==> config.mk <==
export PLATFORM = sky130hd
export DESIGN_NAME = enc_reply_rx
export DESIGN_NICKNAME = d
export VERILOG_FILES = /design/src/rtl/enc_rx_pkg.sv /design/src/rtl/enc_rx_sampler.sv /design/src/rtl/enc_rx_check.sv /design/src/rtl/enc_rx_fields.sv /design/src/rtl/enc_reply_rx.sv
export SDC_FILE = /design/constraint.sdc
export NUM_CORES = 1
export LEC_CHECK = 0
export ABC_CLOCK_PERIOD_IN_PS = 8600
export BUFFER_PORTS_ARGS = -buffer_cell sky130_fd_sc_hd__buf_4
export CAP_MARGIN = 40
export CORE_MARGIN = 5
export CORE_UTILIZATION = 50
export CTS_CLUSTER_DIAMETER = 100
export DETAILED_ROUTE_END_ITERATION = 16
export PLACE_DENSITY_LB_ADDON = 0.25
export SLEW_MARGIN = 20
export SYNTH_ARGS = -nofsm -noshare
export SYNTH_HDL_FRONTEND = slang
export SYNTH_SLANG_ARGS = --single-unit
==> constraint.sdc <==
create_clock -name clk -period 8.6 [get_ports clk]
set_clock_uncertainty 0.2 [all_clocks]
set_input_delay 1.72 -clock clk [delete_from_list [all_inputs] [get_ports clk]]
set_output_delay 1.72 -clock clk [all_outputs]
set_load 0.01 [all_outputs]
==> src/rtl/enc_rx_pkg.sv <==
package enc_rx_pkg;

    localparam int BYTE_W     = 8;
    localparam int MAX_FRAMES = 11;
    localparam int FIDX_W     = $clog2(MAX_FRAMES + 1);

    typedef logic [BYTE_W-1:0] byte_t;
    typedef logic [FIDX_W-1:0] fidx_t;

    // Reply layouts, one per group of data IDs sharing a frame order
    typedef enum logic [2:0] {
        LY_NONE,
        LY_ONETURN,
        LY_MULTI,
        LY_IDENT,
        LY_FULL,
        LY_EEPROM
    } layout_e;

    // Destination of one received byte
    typedef enum logic [3:0] {
        FS_SKIP,
        FS_CTRL,
        FS_STAT,
        FS_TURN,
        FS_MTURN,
        FS_IDENT,
        FS_ALARM,
        FS_ADDR,
        FS_EDATA,
        FS_CHECK
    } field_e;

    typedef struct packed {
        field_e     fld;
        logic [1:0] lane;
    } slot_t;

    typedef enum logic [1:0] {
        SM_IDLE,
        SM_START,
        SM_DATA,
        SM_STOP
    } smp_state_e;

    typedef enum logic {
        SQ_IDLE,
        SQ_BUSY
    } seq_state_e;

    function automatic layout_e layout_of(input logic [3:0] id);
        layout_e ly;
        case (id)
            4'h0, 4'h7, 4'h8, 4'hC: ly = LY_ONETURN;
            4'h1:                   ly = LY_MULTI;
            4'h2:                   ly = LY_IDENT;
            4'h3:                   ly = LY_FULL;
            4'h6, 4'hD:             ly = LY_EEPROM;
            default:                ly = LY_NONE;
        endcase
        return ly;
    endfunction

    function automatic fidx_t frames_of(input layout_e ly);
        fidx_t n;
        case (ly)
            LY_ONETURN, LY_MULTI: n = fidx_t'(6);
            LY_IDENT, LY_EEPROM:  n = fidx_t'(4);
            LY_FULL:              n = fidx_t'(MAX_FRAMES);
            default:              n = fidx_t'(0);
        endcase
        return n;
    endfunction

    // Map the frame index of a layout onto a field and byte lane
    function automatic slot_t slot_of(input layout_e ly, input fidx_t idx,
                                      input fidx_t last);
        slot_t s;
        s.fld  = FS_SKIP;
        s.lane = 2'd0;
        if (idx == fidx_t'(0)) begin
            s.fld = FS_CTRL;
        end else if (idx == last) begin
            s.fld = FS_CHECK;
        end else begin
            case (ly)
                LY_ONETURN, LY_MULTI: begin
                    if (idx == fidx_t'(1)) begin
                        s.fld = FS_STAT;
                    end else begin
                        s.fld  = (ly == LY_MULTI) ? FS_MTURN : FS_TURN;
                        s.lane = 2'(idx - fidx_t'(2));
                    end
                end
                LY_IDENT: begin
                    s.fld = (idx == fidx_t'(1)) ? FS_STAT : FS_IDENT;
                end
                LY_EEPROM: begin
                    s.fld = (idx == fidx_t'(1)) ? FS_ADDR : FS_EDATA;
                end
                LY_FULL: begin
                    if (idx == fidx_t'(1)) begin
                        s.fld = FS_STAT;
                    end else if (idx <= fidx_t'(4)) begin
                        s.fld  = FS_TURN;
                        s.lane = 2'(idx - fidx_t'(2));
                    end else if (idx == fidx_t'(5)) begin
                        s.fld = FS_IDENT;
                    end else if (idx <= fidx_t'(8)) begin
                        s.fld  = FS_MTURN;
                        s.lane = 2'(idx - fidx_t'(6));
                    end else begin
                        s.fld = FS_ALARM;
                    end
                end
                default: s.fld = FS_SKIP;
            endcase
        end
        return s;
    endfunction

    // One byte of the x^8+1 check, MSB first
    function automatic byte_t check_step(input byte_t acc, input byte_t din);
        byte_t c;
        logic  fb;
        c = acc;
        for (int j = BYTE_W - 1; j >= 0; j--) begin
            fb = din[j] ^ c[BYTE_W-1];
            c  = {c[BYTE_W-2:0], fb};
        end
        return c;
    endfunction

endpackage

==> src/rtl/enc_rx_sampler.sv <==
module enc_rx_sampler
    import enc_rx_pkg::*;
#(
    parameter int OS_RATE = 8
) (
    input  logic  clk,
    input  logic  rst,
    input  logic  en,
    input  logic  os_tick,
    input  logic  rx,
    output logic  byte_vld,
    output byte_t byte_q,
    output logic  stop_ok
);

    localparam int CNT_W = $clog2(OS_RATE);
    localparam int HALF  = OS_RATE / 2;
    localparam int BIT_W = $clog2(BYTE_W);

    smp_state_e        st;
    logic [CNT_W-1:0]  cnt;
    logic [BIT_W-1:0]  bitn;
    byte_t             shreg;

    always_ff @(posedge clk) begin
        if (rst || !en) begin
            st       <= SM_IDLE;
            cnt      <= '0;
            bitn     <= '0;
            shreg    <= '0;
            byte_vld <= 1'b0;
            byte_q   <= '0;
            stop_ok  <= 1'b0;
        end else begin
            byte_vld <= 1'b0;
            if (os_tick) begin
                case (st)
                    SM_IDLE: begin
                        if (!rx) begin
                            st  <= SM_START;
                            cnt <= '0;
                        end
                    end
                    SM_START: begin
                        if (cnt == CNT_W'(HALF - 1)) begin
                            cnt  <= '0;
                            bitn <= '0;
                            st   <= rx ? SM_IDLE : SM_DATA;
                        end else begin
                            cnt <= cnt + 1'b1;
                        end
                    end
                    SM_DATA: begin
                        if (cnt == CNT_W'(OS_RATE - 1)) begin
                            cnt   <= '0;
                            shreg <= {rx, shreg[BYTE_W-1:1]};
                            if (bitn == BIT_W'(BYTE_W - 1)) begin
                                st <= SM_STOP;
                            end else begin
                                bitn <= bitn + 1'b1;
                            end
                        end else begin
                            cnt <= cnt + 1'b1;
                        end
                    end
                    SM_STOP: begin
                        if (cnt == CNT_W'(OS_RATE - 1)) begin
                            cnt      <= '0;
                            byte_vld <= 1'b1;
                            byte_q   <= shreg;
                            stop_ok  <= rx;
                            st       <= SM_IDLE;
                        end else begin
                            cnt <= cnt + 1'b1;
                        end
                    end
                    default: st <= SM_IDLE;
                endcase
            end
        end
    end


    start_reject_chk: assert property (@(posedge clk) disable iff (rst)
        (en && os_tick && st == SM_START && cnt == CNT_W'(HALF - 1) && rx)
            |=> (st == SM_IDLE && !byte_vld));


    byte_pulse_chk: assert property (@(posedge clk) disable iff (rst)
        byte_vld |=> !byte_vld);

endmodule

==> src/rtl/enc_rx_check.sv <==
module enc_rx_check
    import enc_rx_pkg::*;
(
    input  logic  clk,
    input  logic  rst,
    input  logic  clr,
    input  logic  upd,
    input  byte_t din,
    output byte_t acc
);

    always_ff @(posedge clk) begin
        if (rst || clr) begin
            acc <= '0;
        end else if (upd) begin
            acc <= check_step(acc, din);
        end
    end

endmodule

==> src/rtl/enc_rx_fields.sv <==
module enc_rx_fields
    import enc_rx_pkg::*;
#(
    parameter int POS_W = 24
) (
    input  logic             clk,
    input  logic             rst,
    input  logic             clr,
    input  logic             wr,
    input  slot_t            slot,
    input  byte_t            din,
    output byte_t            ctrl_q,
    output byte_t            stat_q,
    output logic [POS_W-1:0] turn_q,
    output logic [POS_W-1:0] mturn_q,
    output byte_t            ident_q,
    output byte_t            alarm_q,
    output byte_t            addr_q,
    output byte_t            edata_q,
    output byte_t            check_q
);

    localparam int LANES = POS_W / BYTE_W;

    // Single-byte fields
    always_ff @(posedge clk) begin
        if (rst || clr) begin
            ctrl_q  <= '0;
            stat_q  <= '0;
            ident_q <= '0;
            alarm_q <= '0;
            addr_q  <= '0;
            edata_q <= '0;
            check_q <= '0;
        end else if (wr) begin
            case (slot.fld)
                FS_CTRL:  ctrl_q  <= din;
                FS_STAT:  stat_q  <= din;
                FS_IDENT: ident_q <= din;
                FS_ALARM: alarm_q <= din;
                FS_ADDR:  addr_q  <= din;
                FS_EDATA: edata_q <= din;
                FS_CHECK: check_q <= din;
                default:  ;
            endcase
        end
    end

    // Multi-byte fields, one register per byte lane, lane 0 least significant
    for (genvar l = 0; l < LANES; l++) begin : g_lane
        always_ff @(posedge clk) begin
            if (rst || clr) begin
                turn_q[l*BYTE_W +: BYTE_W]  <= '0;
                mturn_q[l*BYTE_W +: BYTE_W] <= '0;
            end else if (wr && slot.lane == 2'(l)) begin
                if (slot.fld == FS_TURN) begin
                    turn_q[l*BYTE_W +: BYTE_W] <= din;
                end
                if (slot.fld == FS_MTURN) begin
                    mturn_q[l*BYTE_W +: BYTE_W] <= din;
                end
            end
        end
    end


    clear_fields_chk: assert property (@(posedge clk) disable iff (rst)
        clr |=> (ctrl_q == '0 && stat_q == '0 && turn_q == '0 &&
                 mturn_q == '0 && alarm_q == '0 && check_q == '0));

endmodule

==> src/rtl/enc_reply_rx.sv <==
module enc_reply_rx
    import enc_rx_pkg::*;
#(
    parameter int OS_RATE = 8,
    parameter int TO_W    = 16,
    parameter int POS_W   = 24
) (
    input  logic             clk,
    input  logic             rst,
    input  logic             os_tick,
    input  logic             rx_line,
    input  logic [3:0]       data_id,
    input  logic             start,
    input  logic [TO_W-1:0]  timeout_limit,
    output logic [7:0]       ctrl_field,
    output logic [7:0]       status_field,
    output logic [POS_W-1:0] turn_pos,
    output logic [POS_W-1:0] multi_turn,
    output logic [7:0]       enc_ident,
    output logic [7:0]       alarm_field,
    output logic [7:0]       ee_addr,
    output logic [7:0]       ee_data,
    output logic [7:0]       crc_field,
    output logic             done,
    output logic             crc_ok,
    output logic             frame_err,
    output logic             timeout
);

    seq_state_e       sq;
    layout_e          lay;
    layout_e          lay_in;
    fidx_t            nfr;
    fidx_t            idx;
    fidx_t            last;
    logic [TO_W-1:0]  idle_cnt;

    logic  start_ok;
    logic  at_last;
    logic  good_byte;
    logic  byte_vld;
    logic  stop_ok;
    byte_t byte_q;
    byte_t acc;
    slot_t slot;

    assign lay_in    = layout_of(data_id);
    assign start_ok  = start && (sq == SQ_IDLE) && (lay_in != LY_NONE);
    assign last      = nfr - fidx_t'(1);
    assign at_last   = (idx == last);
    assign good_byte = (sq == SQ_BUSY) && byte_vld && stop_ok;
    assign slot      = slot_of(lay, idx, last);

    enc_rx_sampler #(.OS_RATE(OS_RATE)) u_smp (
        .clk      (clk),
        .rst      (rst),
        .en       (sq == SQ_BUSY),
        .os_tick  (os_tick),
        .rx       (rx_line),
        .byte_vld (byte_vld),
        .byte_q   (byte_q),
        .stop_ok  (stop_ok)
    );

    enc_rx_check u_chk (
        .clk (clk),
        .rst (rst),
        .clr (start_ok),
        .upd (good_byte && !at_last),
        .din (byte_q),
        .acc (acc)
    );

    enc_rx_fields #(.POS_W(POS_W)) u_fld (
        .clk     (clk),
        .rst     (rst),
        .clr     (start_ok),
        .wr      (good_byte),
        .slot    (slot),
        .din     (byte_q),
        .ctrl_q  (ctrl_field),
        .stat_q  (status_field),
        .turn_q  (turn_pos),
        .mturn_q (multi_turn),
        .ident_q (enc_ident),
        .alarm_q (alarm_field),
        .addr_q  (ee_addr),
        .edata_q (ee_data),
        .check_q (crc_field)
    );

    // Reply sequencer: frame counting, completion and fault handling
    always_ff @(posedge clk) begin
        if (rst) begin
            sq        <= SQ_IDLE;
            lay       <= LY_NONE;
            nfr       <= '0;
            idx       <= '0;
            idle_cnt  <= '0;
            done      <= 1'b0;
            crc_ok    <= 1'b0;
            frame_err <= 1'b0;
            timeout   <= 1'b0;
        end else begin
            done <= 1'b0;
            case (sq)
                SQ_IDLE: begin
                    if (start_ok) begin
                        sq        <= SQ_BUSY;
                        lay       <= lay_in;
                        nfr       <= frames_of(lay_in);
                        idx       <= '0;
                        idle_cnt  <= '0;
                        crc_ok    <= 1'b0;
                        frame_err <= 1'b0;
                        timeout   <= 1'b0;
                    end
                end
                SQ_BUSY: begin
                    if (byte_vld) begin
                        idle_cnt <= '0;
                        if (!stop_ok) begin
                            frame_err <= 1'b1;
                            done      <= 1'b1;
                            sq        <= SQ_IDLE;
                        end else if (at_last) begin
                            crc_ok <= (acc == byte_q);
                            done   <= 1'b1;
                            sq     <= SQ_IDLE;
                        end else begin
                            idx <= idx + fidx_t'(1);
                        end
                    end else if (idle_cnt >= timeout_limit) begin
                        timeout <= 1'b1;
                        done    <= 1'b1;
                        sq      <= SQ_IDLE;
                    end else begin
                        idle_cnt <= idle_cnt + 1'b1;
                    end
                end
                default: sq <= SQ_IDLE;
            endcase
        end
    end


    done_pulse_chk: assert property (@(posedge clk) disable iff (rst)
        done |=> !done);


    flags_excl_chk: assert property (@(posedge clk) disable iff (rst)
        done |-> ($countones({crc_ok, frame_err, timeout}) <= 1));


    frame_err_done_chk: assert property (@(posedge clk) disable iff (rst)
        $rose(frame_err) |-> done);


    timeout_done_chk: assert property (@(posedge clk) disable iff (rst)
        $rose(timeout) |-> (done && !crc_ok));


    idx_bound_chk: assert property (@(posedge clk) disable iff (rst)
        (sq == SQ_BUSY) |-> (idx < nfr));


    bad_id_chk: assert property (@(posedge clk) disable iff (rst)
        (start && sq == SQ_IDLE && lay_in == LY_NONE) |=> (sq == SQ_IDLE));

endmodule

# Word level (Yosys, flattened, before mapping)
# Memory sizes are Yosys's and may differ from the RTL's.
# Cells that the tools add are included.
# classes
order_cmp	3
n_eq_ne	46
addsub	7
n_bitwise	11
n_mux	65
n_reduce_logical	47
# op_table
operator	n
2-to-1 mux 16 bit	3
2-to-1 mux 4 bit	8
case mux 16 bit (2 select lines)	1
AND reduction 2 bit	16
2-to-1 mux 2 bit	14
2-to-1 mux 3 bit	9
== test 4 x 3 -> 1 bit (second input constant)	5
== test 3 bit (second input constant)	6
2-to-1 mux 1 bit	18
inequality test 2 x 1 -> 1 bit (second input constant)	9
adder 16 x 1 -> 16 bit (second input constant)	1
>= comparator 16 bit	1
case mux 4 bit (4 select lines)	1
== test 3 x 2 -> 1 bit (second input constant)	5
case mux 4 bit (3 select lines)	1
AND reduction 3 bit	4
inequality test 2 bit (second input constant)	5
OR reduction 2 bit	5
case mux 3 bit (3 select lines)	1
== test 4 x 1 -> 1 bit (second input constant)	2
== test 4 x 2 -> 1 bit (second input constant)	2
== test 4 bit (second input constant)	2
== test 8 bit	1
logical AND 1 bit	8
other kinds (29)	51
# totals
reg_bits	170
input_bits	25
n_memories	1
romBits	48
# memory_table
name	words	word_bits	read_ports	rd_ports_with_merged_regs	wr	line_no	source
(no name shown)	16	3	1	0	0	enc_rx_pkg.sv:53	case (id)

# Depth between registers and ports, before layout
# Gate-level depths: netlist (run 1).
# depth
word_depth	11
mapped_depth	11
ltp_nobuf	8

# Hierarchy
# From an unflattened synthesis (run 1), not the netlist that was laid out.
# unflattened
cells_unflattened	886
area_unflattened_um2	7976.4
# by_module_without_submodules
module	cells_each	seq_area_each_um2	instances	area_each_um2
enc_rx_fields	369	2082.0	1	3809.9
enc_reply_rx	339	620.6	1	2586.2
enc_rx_sampler	142	520.5	1	1194.9
enc_rx_check	36	160.2	1	385.4

# Worst setup path before layout (run 1)
# No wires, ideal clock.
# synth_path
path_kind	input-to-reg
start	in timeout_limit[5]
end	reg idle_cnt[10]
arrival_time_ps	3739
setup_time_ps	70
required_time_ps	8330
path_stages	9
path_buffers	1
path_slack_ps	4590
path_cell_list	inv_1 -> ha_1 -> and3_1 -> o311a_1 -> o21ai_0 -> a31oi_1 -> clkbuf_1 -> or4b_2 -> a21oi_1
# synth_via
elab_chain_len	3
# synth_rtl
item	line_no	source
from (decl)	enc_reply_rx.sv:14	input logic [TO_W-1:0] timeout_limit,
>= comparator 16 bit	enc_reply_rx.sv:133	end else if (idle_cnt >= timeout_limit) begin
inequality test 3 x 2 -> 1 bit (no line)	n/a	
AND reduction 2 bit (no line)	n/a	
to (signal assigned)	enc_reply_rx.sv:138	idle_cnt <= idle_cnt + 1'b1;
to (decl)	enc_reply_rx.sv:36	logic [TO_W-1:0] idle_cnt;
# No other way between the ends.
# A chain may end at the register's enable or synchronous reset.

# Final worst setup path (run 1)
# layout_path
start	in timeout_limit[0]
end	reg idle_cnt[10]
# Same word-level chain as after synthesis.

==> results of run 1 <==
[power breakdown]
group	switching [W]	internal, W
Clock	0.000333	0.000405
Sequential	0.00000623	0.000786
Combinational	0.0000593	0.0000321
Total	0.000398	0.00122
[how the worst max path moves through the flow]
stage	start	end	slack, ns	depth (start not counted)
5_1_grt	data_id[0]	idle_cnt[15]$_SDFFE_PP0P_	4.30	9
3_3_place_gp	timeout_limit[0]	idle_cnt[10]$_SDFFE_PP0P_	4.04	9
6_report	timeout_limit[0]	idle_cnt[10]$_SDFFE_PP0P_	4.52	10
4_1_cts	timeout_limit[0]	idle_cnt[10]$_SDFFE_PP0P_	4.43	9
3_5_place_dp	timeout_limit[0]	idle_cnt[10]$_SDFFE_PP0P_	3.99	9
2_1_floorplan	timeout_limit[5]	idle_cnt[10]$_SDFFE_PP0P_	4.59	9
[registers in the layout, summed over array words and instances (netlist names), 4 cells and up, named ones only]
name and flops:
u_fld.edata_q 8, u_fld.addr_q 8, u_smp.shreg 8, u_fld.ctrl_q 8, idle_cnt 16, u_chk.acc 8
u_fld.ident_q 8, u_smp.byte_q 8, u_fld.mturn_q 24, idx 4, u_fld.alarm_q 8, u_fld.stat_q 8
u_fld.turn_q 24, u_fld.check_q 8
[final cells by class]
cell class	count	area, um2
multi-input combinational	621	4070
sequential	169	3380
fill	1314	5790
tap	211	264
clock inverter	15	144
inverter	32	120
timing repair buffer	139	1070
clock buffer	17	425
[synth_stat cells (9+ instances only)]
cell type | instances | share of area
sky130_fd_sc_hd__xor2_1 | 11 | 0.012
sky130_fd_sc_hd__ha_1 | 31 | 0.050
sky130_fd_sc_hd__mux2i_1 | 99 | 0.13
sky130_fd_sc_hd__dfxtp_1 | 169 | 0.43
sky130_fd_sc_hd__nand2_1 | 121 | 0.058
sky130_fd_sc_hd__o21ai_0 | 34 | 0.022
sky130_fd_sc_hd__or3_1 | 17 | 0.014
sky130_fd_sc_hd__clkbuf_1 | 36 | 0.017
sky130_fd_sc_hd__xnor2_1 | 9 | 0.010
sky130_fd_sc_hd__inv_1 | 31 | 0.015
sky130_fd_sc_hd__nand3_1 | 33 | 0.021
sky130_fd_sc_hd__nand4_1 | 9 | 0.0072
sky130_fd_sc_hd__buf_2 | 10 | 0.0064
sky130_fd_sc_hd__a21oi_1 | 54 | 0.035
sky130_fd_sc_hd__nor2_1 | 83 | 0.040
[through the flow]
stage / total power (W) / worst slack, ns / util / cells / hold WS, ns
after CTS: 0.00163 / 4.43 / 0.620 / 1203 / 0.259
final: 0.00162 / 4.52 / 0.621 / 1204 / 0.254
after floorplan: 0.000870 / 4.59 / - / 878 / 0.232
after global placement: 0.000896 / 4.04 / 0.580 / 1169 / 0.247
after detailed placement: 0.000900 / 3.99 / 0.583 / 1171 / 0.250
after global routing: 0.00168 / 4.30 / 0.621 / 1204 / 0.282
[cells by family (layout without fill, tap and decap cells)]
family                   after synthesis  after routing  synth area share
AND/OR/NAND/NOR                      334            334             0.211
flip-flops                           169            169             0.433
AO/OA/AOI/OAI                        137            137             0.109
multiplexers                          99             99             0.127
buffers and inverters                 88            203            0.0482
adder cells (fa/ha/maj)               31             31            0.0496
XOR/XNOR                              20             20            0.0224
[per-layer routing]
metal | wire length [um] | track usage
met5 | 0 | 0
met4 | 155 | 0.0470
met3 | 1240 | 0.0682
met2 | 8850 | 0.332
met1 | 9080 | 0.289
[critical path: stages]
cell,delay [ns]
sky130_fd_sc_hd__buf_4,0.11
sky130_fd_sc_hd__ha_1,0.27
sky130_fd_sc_hd__nand2b_1,0.13
sky130_fd_sc_hd__a2111oi_0,0.49
sky130_fd_sc_hd__o41a_1,0.21
sky130_fd_sc_hd__a31oi_1,0.13
sky130_fd_sc_hd__clkbuf_4,0.22
sky130_fd_sc_hd__buf_4,0.19
sky130_fd_sc_hd__or4b_2,0.60
sky130_fd_sc_hd__a21oi_1,0.15
==> implementation parameters, run 1 <==
Parameter                              Value

Synthesis
  Count of cell types in the netlist    68
  Sequential cell area fraction in the yosys report    0.433
  Mapped Avg Cell Area    8.90 um2
  Number of storage elements in the synthesis netlist    about 170
  Fraction of registers with async set/reset    0
  Synthesized netlist cell count    878
  EDFF count, synth    0
  Synth Net Count    934
  Summed instance area of the synthesized netlist    roughly 0.008 mm2
  Ys Warns    0
  Most instantiated flip-flop cell in the synthesis netlist    sky130_fd_sc_hd__dfxtp_1

Cells and area
  Most common library cell in the layout ignoring fill and taps    sky130_fd_sc_hd__dfxtp_1
  Fraction of layout instances using a drive strength above 1    0.192
  Area delta synth->final    21.2%
  Cell area after layout    around 0.0095 mm2
  Final antenna diode count    0
  Leading cell types in the layout, fill and taps excluded    sky130_fd_sc_hd__dfxtp_1, sky130_fd_sc_hd__buf_4, sky130_fd_sc_hd__nand2_1
  NumNets Final    1036

Worst setup path
  Kind of start point of the critical path    input pin
  Kind of critical path    input pin to flop
  Endpoint of the worst-slack reg-to-reg timing path    u_fld.mturn_q[4]$_SDFFE_PP0P_
  Worst Path Arrival    4.22 ns
  Startpoint of the worst register-to-register path    idx[0]$_SDFFE_PP0P_
  Worst-case register-to-register setup slack    approximately 5.2 ns
  Maximum fanout along the worst path    16
  Critical path capture point type    flop
  Worst endpoint required time    roughly 8.8 ns
  Worst reg2reg path depth    7

Routing
  Aggregate routed wire length    between 15000 and 20000 um
  Remaining antenna violation count after routing    0
  Vias per Instance    between 5 and 6
  Iteration-0 DRC count of the detailed router    430
  Total number of vias    6508
  Post-route DRC violation count    0
  Drt wl/cell    16.1 um
  Count of TritonRoute iterations in the first routing pass    5

Pwr
  Pleak    4.05 nW
  Worst-case vdd ir drop    around 140 uV
  Power density over the cells    171 mW/mm2

STA
  Fin crit period    4.08 ns
  Setup repair after global routing missed its margin    false
  Final clock period utilization by the worst path    0.474
  Sum of negative setup slack    0 ns
  Final number of setup-violating endpoints    0
  Number of failing hold endpoints at the final stage    0
  Highest clock rate    245 MHz
  Max-slew headroom at the worst pin    0.463
  Slew of the pin with the lowest slew margin    between 0.8 and 0.9 ns
  Number of pins exceeding their max-slew limit in the final report    0

Min path
  Source of the worst hold timing path    u_smp.shreg[0]$_SDFFE_PP0P_
  Hold-critical path endpoint    u_smp.byte_q[0]$_SDFFE_PP0P_
  Worst min-delay path category    flop to flop
  Instance count along the most critical hold path    2

Global route
  Antenna violations before repair    0
  Leftover overflow at the end of global routing    0
  Total track usage    0.213
  Wire length of the first global-routing pass    ~31000 um
  Pin count of the biggest net entering global routing    67
  Via count of the first global-routing pass    6161

CTS
  Hold-fix buffer count after cts    0
  CTS sink cnt    approximately 170
  Setup Buffers After CTS    0
  Max Root-Sink Buffers    2
  Clock latency on the worst-skew pair    0.42 ns
  Clk root buf    sky130_fd_sc_hd__clkbuf_16
  Resized cells post-CTS    0
  Number of buffers created by CTS    17
  H-tree depth reported by CTS    4
  Clock slew seen by the registers of the worst setup and hold paths    0.07 ns
  CTS tree    done

Run
  Number of max-cap violations    0

Die
  I/O pin count    between 100 and 150
  Initial core utilization    0.512
  Die span in x    135 um
  Vertical die dimension    around 140 um
  Total die area    0.0182 mm2
  Placement Rows    45
  Core region area    0.0153 mm2

Place
  Placed Instance Area    0.00890 mm2
  Number of I/O port buffers    132
  Post-DP HPWL    around 14000 um
  Weighted congestion at the end of routability-driven global placement    0.829

Run status
  Run status    finished clean
Power figures use the tool's default switching activity.
==> inputs of run 2 (changes only) <==
--- a/config.mk
+++ b/config.mk
@@ -5,7 +5,7 @@
 export SDC_FILE = /design/constraint.sdc
 export NUM_CORES = 1
 export LEC_CHECK = 0
-export ABC_CLOCK_PERIOD_IN_PS = 8600
+export ABC_CLOCK_PERIOD_IN_PS = 3900
 export BUFFER_PORTS_ARGS = -buffer_cell sky130_fd_sc_hd__buf_4
 export CAP_MARGIN = 40
 export CORE_MARGIN = 5
==> constraint.sdc (replaced) <==
create_clock -name clk -period 3.9 [get_ports clk]
set_clock_uncertainty 0.2 [all_clocks]
set_input_delay 0.78 -clock clk [delete_from_list [all_inputs] [get_ports clk]]
set_output_delay 0.78 -clock clk [all_outputs]
set_load 0.01 [all_outputs]
==> implementation parameters, run 2 (synthesized netlist as in run 1, its figures left out) <==
Parameter                              Value

Cells and area
  Leading cell types in the layout, fill and taps excluded    sky130_fd_sc_hd__dfxtp_1, sky130_fd_sc_hd__buf_4, sky130_fd_sc_hd__nand2_1
  Biggest regs    u_fld.mturn_q (24), u_fld.turn_q (24), idle_cnt (16)
  Most common library cell in the layout ignoring fill and taps    sky130_fd_sc_hd__dfxtp_1
  Area delta synth->final    22.5%
  Non-filler cells in the finished layout    1208 (+0.33%)
  Cell area after layout    0.00958 mm2 (+1.1%)
  NumNets Final    1041 (+0.48%)
  Fraction of layout instances using a drive strength above 1    0.195 (+0.00224)
  Final antenna diode count    0 (unchanged)

CTS
  CTS tree    done
  Clk root buf    sky130_fd_sc_hd__clkbuf_16
  Clock latency on the worst-skew pair    0.43 ns (about the same)
  Clock slew seen by the registers of the worst setup and hold paths    0.07 ns (about the same)
  Resized cells post-CTS    0 (unchanged)
  CTS sink cnt    169 (unchanged)
  Number of buffers created by CTS    17 (unchanged)
  H-tree depth reported by CTS    4 (unchanged)
  Setup Buffers After CTS    0 (unchanged)
  Hold-fix buffer count after cts    0 (unchanged)
  Max Root-Sink Buffers    2 (unchanged)

Die
  Core region area    0.0153 mm2 (unchanged)
  Placement Rows    45 (unchanged)
  Total die area    0.0182 mm2 (unchanged)
  I/O pin count    133 (unchanged)
  Initial core utilization    0.512 (unchanged)
  Vertical die dimension    135 um (unchanged)
  Die span in x    135 um (unchanged)

Global route
  Antenna violations before repair    0 (unchanged)
  Total track usage    0.208 (-0.00475)
  Leftover overflow at the end of global routing    0 (unchanged)
  Pin count of the biggest net entering global routing    59 (-12%)
  Wire length of the first global-routing pass    31000 um (-1.4%)
  Via count of the first global-routing pass    6176 (+0.24%)

Worst setup path
  Crit-path max cell delay    0.62 ns (+0.02 ns)
  Worst endpoint required time    4.00 ns (-4.75 ns)
  Maximum fanout along the worst path    11 (-5)
  Kind of start point of the critical path    flop
  Cells along the critical path    ha_1 > or3b_1 > nand2_1 > a21oi_2 > or3_1 > or3_1 > mux2i_1
  Critical path capture point type    flop
  Library cell appearing most often on the critical path    sky130_fd_sc_hd__or3_1
  Worst Path Arrival    3.35 ns (-0.87 ns)
  Slowest stage cell, crit path    sky130_fd_sc_hd__or3_1
  Kind of critical path    flop to flop

Routing
  Vias per Instance    5.36 (-0.76%)
  Aggregate routed wire length    19000 um (-1.8%)
  Remaining antenna violation count after routing    0 (unchanged)
  Count of TritonRoute iterations in the first routing pass    5 (unchanged)
  Drt wl/cell    15.7 um (-2.1%)
  Post-route DRC violation count    0 (unchanged)
  Total number of vias    6480 (-0.43%)
  Iteration-0 DRC count of the detailed router    490 (+14%)

Place
  Setup WS pre-CTS    0.526 ns (-3.46 ns)
  Post-DP HPWL    13300 um (-3.1%)
  Number of I/O port buffers    132 (unchanged)
  Placed Instance Area    0.00893 mm2 (+0.34%)
  Weighted congestion at the end of routability-driven global placement    0.844 (+1.9%)
  Placed Instances    1176 (+0.43%)

Pwr
  Worst-case vdd ir drop    388 uV (+170%)
  Power density over the cells    398 mW/mm2 (+130%)
  Pleak    4.10 nW (+1.4%)
  Final Total Pwr    0.00381 W (+140%)

STA
  Max-slew headroom at the worst pin    0.467 (+0.00405)
  Sum of negative setup slack    0 ns (unchanged)
  Final number of setup-violating endpoints    0 (unchanged)
  Highest clock rate    about 310 MHz
  Number of pins exceeding their max-slew limit in the final report    0 (unchanged)
  Worst Slack Setup Final    0.647 ns (-3.88 ns)
  Final clock period utilization by the worst path    0.834
  Fin crit period    3.25 ns
  Slew of the pin with the lowest slew margin    0.794 ns (-0.00907 ns)
  Setup repair after global routing missed its margin    false
  Number of failing hold endpoints at the final stage    0 (unchanged)

Run status
  Run status    finished clean

Run
  Number of max-cap violations    0 (unchanged)

Min path
  Worst min-delay path category    flop to flop
==> run 2: cell type report <==
type | count | area, um2
Clock inverter | 13 | 215
Clock buffer | 18 | 429
Sequential cell | 169 | 3380
Timing Repair Buffer | 144 | 1100
Fill cell | 1299 | 5680
Multi-Input combinational cell | 621 | 4070
Tap cell | 211 | 264
Inverter | 32 | 120
==> run 2: stage by stage <==
step	hold slack, ns	utilization
final	0.257	0.628
after floorplan	0.232	-
after global routing	0.273	0.628
after detailed placement	0.247	0.585
after CTS	0.256	0.627
after global placement	0.244	0.584
==> run 2: path summary, 6_finish.rpt <==
kind         cells past startpoint  slack (ns)                        start                            end
max                              7        0.65          idx[0]$_SDFFE_PP0P_  u_fld.ident_q[7]$_SDFFE_PP0P_
min                              2        0.26  u_smp.shreg[0]$_SDFFE_PP0P_    u_smp.shreg[0]$_SDFFE_PP0P_
max reg2reg                      7        0.65          idx[0]$_SDFFE_PP0P_  u_fld.ident_q[7]$_SDFFE_PP0P_
min reg2reg                      2        0.26  u_smp.shreg[0]$_SDFFE_PP0P_    u_smp.shreg[0]$_SDFFE_PP0P_
==> run 2: where the power goes <==
group	switching, W	leakage [nW]	internal, W	total, W
registers	0.0000132	1.36	0.00173	0.00175
logic	0.000132	2.44	0.0000731	0.000205
clock network	0.000718	0.305	0.00114	0.00186
total	0.000863	4.10	0.00295	0.00381
==> run 2: routing by layer <==
metal,vias up,global-route usage,share of wire
li1,3261,-,-
met1,3065,0.272,0.46
met2,138,0.341,0.48
met3,16,0.0622,0.052
met4,0,0.0459,0.0082
met5,-,0,0
==> run 2: worst max-delay path, delay by kind of cell, from the launching register on <==
family | cells | cell delay (ns)
flops | 1 | 0.53
fa+ha+maj | 1 | 0.29
simple gates | 4 | 1.80
mux | 1 | 0.19
compound gates | 1 | 0.13
==> inputs of run 3 (changes only) <==
--- a/config.mk
+++ b/config.mk
@@ -5,7 +5,8 @@
 export SDC_FILE = /design/constraint.sdc
 export NUM_CORES = 1
 export LEC_CHECK = 0
-export ABC_CLOCK_PERIOD_IN_PS = 3900
+export ABC_AREA = 1
+export ABC_CLOCK_PERIOD_IN_PS = 3000
 export BUFFER_PORTS_ARGS = -buffer_cell sky130_fd_sc_hd__buf_4
 export CAP_MARGIN = 40
 export CORE_MARGIN = 5
==> constraint.sdc (replaced) <==
create_clock -name clk -period 3 [get_ports clk]
set_clock_uncertainty 0.2 [all_clocks]
set_input_delay 0.6 -clock clk [delete_from_list [all_inputs] [get_ports clk]]
set_output_delay 0.6 -clock clk [all_outputs]
set_load 0.01 [all_outputs]
==> implementation parameters, run 3 <==
Parameter                              Value

Die
  Core region area    0.0163 mm2 (+7.1%)
  Initial core utilization    0.503 (-0.00873)
  Die span in x    138 um (+2.4%)
  I/O pin count    133 (unchanged)
  Total die area    0.0191 mm2 (+4.9%)
  Placement Rows    47 (+4.4%)
  Vertical die dimension    138 um (+2.4%)

CTS
  Number of buffers created by CTS    17 (unchanged)
  CTS sink cnt    169 (unchanged)
  CTS tree    done
  Max Root-Sink Buffers    2 (unchanged)
  Clock latency on the worst-skew pair    0.42 ns (about the same)
  Clock slew seen by the registers of the worst setup and hold paths    0.07 ns (about the same)
  Clk root buf    sky130_fd_sc_hd__clkbuf_16
  Setup Buffers After CTS    0 (unchanged)
  H-tree depth reported by CTS    4 (unchanged)

Synthesis
  Count of cell types in the netlist    46 (-32%)
  Synthesized netlist cell count    1157 (+32%)
  Fraction of registers with async set/reset    0 (unchanged)
  Summed instance area of the synthesized netlist    0.00823 mm2 (+5.3%)
  Mapped Avg Cell Area    7.11 um2 (-20%)
  Ranking of synthesized cells by instance count    sky130_fd_sc_hd__nor2_1, sky130_fd_sc_hd__nand2_1, sky130_fd_sc_hd__dfxtp_1
  EDFF count, synth    0 (unchanged)
  Most instantiated flip-flop cell in the synthesis netlist    sky130_fd_sc_hd__dfxtp_1
  Synth Net Count    1213 (+30%)
  Sequential cell area fraction in the yosys report    0.411 (-0.0218)
  Share of the synthesized area in the top cell type    0.411 (-0.0218)
  Top cells by area, synth    sky130_fd_sc_hd__dfxtp_1, sky130_fd_sc_hd__nor2_1, sky130_fd_sc_hd__nand2_1, sky130_fd_sc_hd__nand3_1, sky130_fd_sc_hd__a21oi_1
  Ys Warns    0 (unchanged)
  Count leader, synth    sky130_fd_sc_hd__nor2_1
  Number of storage elements in the synthesis netlist    169 (unchanged)
  Post-synthesis cell type with the largest combined area    sky130_fd_sc_hd__dfxtp_1

Cells and area
  Area delta synth->final    22.0%
  Cell area after layout    0.0100 mm2 (+4.9%)
  Leading cell types in the layout, fill and taps excluded    sky130_fd_sc_hd__nor2_1, sky130_fd_sc_hd__nand2_1, sky130_fd_sc_hd__dfxtp_1
  Final antenna diode count    0 (unchanged)
  Fraction of layout instances using a drive strength above 1    0.184 (-0.0108)
  NumNets Final    1338 (+29%)
  Biggest regs    u_fld.mturn_q (24), u_fld.turn_q (24), idle_cnt (16)
  Most common library cell in the layout ignoring fill and taps    sky130_fd_sc_hd__nor2_1

Pwr
  Switching share of total power    0.247 (+0.0208)
  Part of the total power dissipated in sequential elements    0.447 (-0.011)
  Combinational share of power    0.085 (+0.031)
  Reported net switching power    0.00126 W (+46%)
  Pleak    4.33 nW (+5.5%)
  Worst-case vdd ir drop    383 uV (-1.5%)
  Internal cell power    0.00385 W (+30%)
  Power share of the clock group    0.468 (-0.020)
  Power density over the cells    509 mW/mm2 (+28%)

Run
  Number of max-cap violations    0 (unchanged)

Place
  Post-DP HPWL    14600 um (+10%)
  Placed Instance Area    0.00938 mm2 (+5.1%)
  Setup WS pre-CTS    0.281 ns (-0.245 ns)
  Weighted congestion at the end of routability-driven global placement    0.858 (+1.6%)
  Number of I/O port buffers    132 (unchanged)

Global route
  Total track usage    0.211 (+0.00335)
  Wire length of the first global-routing pass    34400 um (+11%)
  Antenna violations before repair    0 (unchanged)
  Leftover overflow at the end of global routing    0 (unchanged)
  Pin count of the biggest net entering global routing    49 (-17%)
  Via count of the first global-routing pass    7141 (+16%)

Worst setup path
  Critical path capture point type    flop
  Maximum fanout along the worst path    12 (+1)
  Worst endpoint required time    3.12 ns (-0.88 ns)
  Kind of start point of the critical path    flop
  Worst Path Arrival    2.87 ns (-0.48 ns)
  Kind of critical path    flop to flop

Routing
  Vias per Instance    5.11 (-4.8%)
  Drt wl/cell    13.7 um (-13%)
  Post-route DRC violation count    0 (unchanged)
  Aggregate routed wire length    20800 um (+9.7%)
  Count of TritonRoute iterations in the first routing pass    7 (+2)
  Remaining antenna violation count after routing    0 (unchanged)
  Iteration-0 DRC count of the detailed router    499 (+1.8%)
  Total number of vias    7735 (+19%)

STA
  Final number of setup-violating endpoints    0 (unchanged)
  Slew of the pin with the lowest slew margin    0.570 ns (-0.224 ns)
  Worst Slack Setup Final    0.254 ns (-0.393 ns)
  Sum of negative setup slack    0 ns (unchanged)
  Highest clock rate    364 MHz (+18%)
  Fin crit period    2.75 ns (-0.507 ns)
  Number of pins exceeding their max-slew limit in the final report    0 (unchanged)
  Final clock period utilization by the worst path    0.915 (+0.0812)
  Max-slew headroom at the worst pin    0.619 (+0.153)
  Setup repair after global routing missed its margin    false
  Number of failing hold endpoints at the final stage    0 (unchanged)

Min path
  Worst min-delay path category    flop to flop

Run status
  Run status    finished clean
[run 3: cells by family after synthesis]
kind of cell | after synthesis | synth area share
and+or+nand+nor | 599 | 0.325
AOI/OAI and AO/OA | 194 | 0.125
DFF | 169 | 0.411
buffers and inverters | 153 | 0.0794
adders and majority gates | 31 | 0.0471
xor gates and xnor gates | 11 | 0.0117
[run 3: critical path, cell delays in order (launching register included)]
cell,delay (ns)
sky130_fd_sc_hd__dfxtp_1,0.48
sky130_fd_sc_hd__inv_2,0.08
sky130_fd_sc_hd__ha_1,0.28
sky130_fd_sc_hd__inv_1,0.08
sky130_fd_sc_hd__nand2_1,0.06
sky130_fd_sc_hd__nand2_2,0.10
sky130_fd_sc_hd__nand2_1,0.05
sky130_fd_sc_hd__nand2_1,0.05
sky130_fd_sc_hd__nand2_1,0.08
sky130_fd_sc_hd__nand2_1,0.08
sky130_fd_sc_hd__nand2_2,0.07
sky130_fd_sc_hd__nor2_4,0.18
sky130_fd_sc_hd__nand2_2,0.13
sky130_fd_sc_hd__nor2_2,0.44
sky130_fd_sc_hd__nand3_1,0.13
sky130_fd_sc_hd__nand2_1,0.10
sky130_fd_sc_hd__nor2_1,0.04
[run 3: cell type report]
type,count,area [um2]
fill,1486,6310
multi-input combinational,837,4210
sequential,169,3380
timing repair buffer,147,1120
clock buffer,18,439
inverter,110,413
tap,220,275
clock inverter,14,208
[run 3: what timing repair did]
item / in CTS / in global routing
hold buffers: 0 / 0
endpoints found under the setup margin: 0 / 4
gates resized for setup: 0 / 0
[run 3: routing by layer]
layer	share of wire	routed length, um	vias to the layer above	global-route usage
met5	0	0	-	0
met4	0.016	324	0	0.0666
met3	0.060	1260	31	0.0452
met2	0.46	9590	244	0.346
met1	0.46	9650	3459	0.280
li1	-	-	4001	-
[run 3: final timing paths]
path / startpoint / to / slack (ns) / cells after the start
hold / removal: u_smp.cnt[1]$_SDFFE_PP0P_ / u_smp.cnt[1]$_SDFFE_PP0P_ / 0.27 / 2
hold reg to reg: u_smp.cnt[1]$_SDFFE_PP0P_ / u_smp.cnt[1]$_SDFFE_PP0P_ / 0.27 / 2
setup reg to reg: idx[0]$_SDFFE_PP0P_ / u_fld.mturn_q[6]$_SDFFE_PP0P_ / 0.25 / 16
setup / recovery: idx[0]$_SDFFE_PP0P_ / u_fld.mturn_q[6]$_SDFFE_PP0P_ / 0.25 / 16
[run 3: stage by stage]
| step | hold WS, ns | std cells | power [W] | utilization |
|---|---|---|---|---|
| after floorplan | 0.244 | 1157 | 0.00265 | - |
| after global placement | 0.252 | 1481 | 0.00275 | 0.574 |
| after detailed placement | 0.264 | 1481 | 0.00276 | 0.574 |
| after CTS | 0.272 | 1513 | 0.00513 | 0.613 |
| after global routing | 0.295 | 1515 | 0.00530 | 0.614 |
| final | 0.268 | 1515 | 0.00511 | 0.614 |
[run 3: power groups by stage]
stage | Sequential, W | Combinational (W) | Clock, W
3_3_place_gp | 0.00233 | 0.000418 | 0
2_1_floorplan | 0.00233 | 0.000327 | 0
4_1_cts | 0.00228 | 0.000428 | 0.00242
3_5_place_dp | 0.00233 | 0.000426 | 0
6_report | 0.00228 | 0.000432 | 0.00239
5_1_grt | 0.00228 | 0.000488 | 0.00253
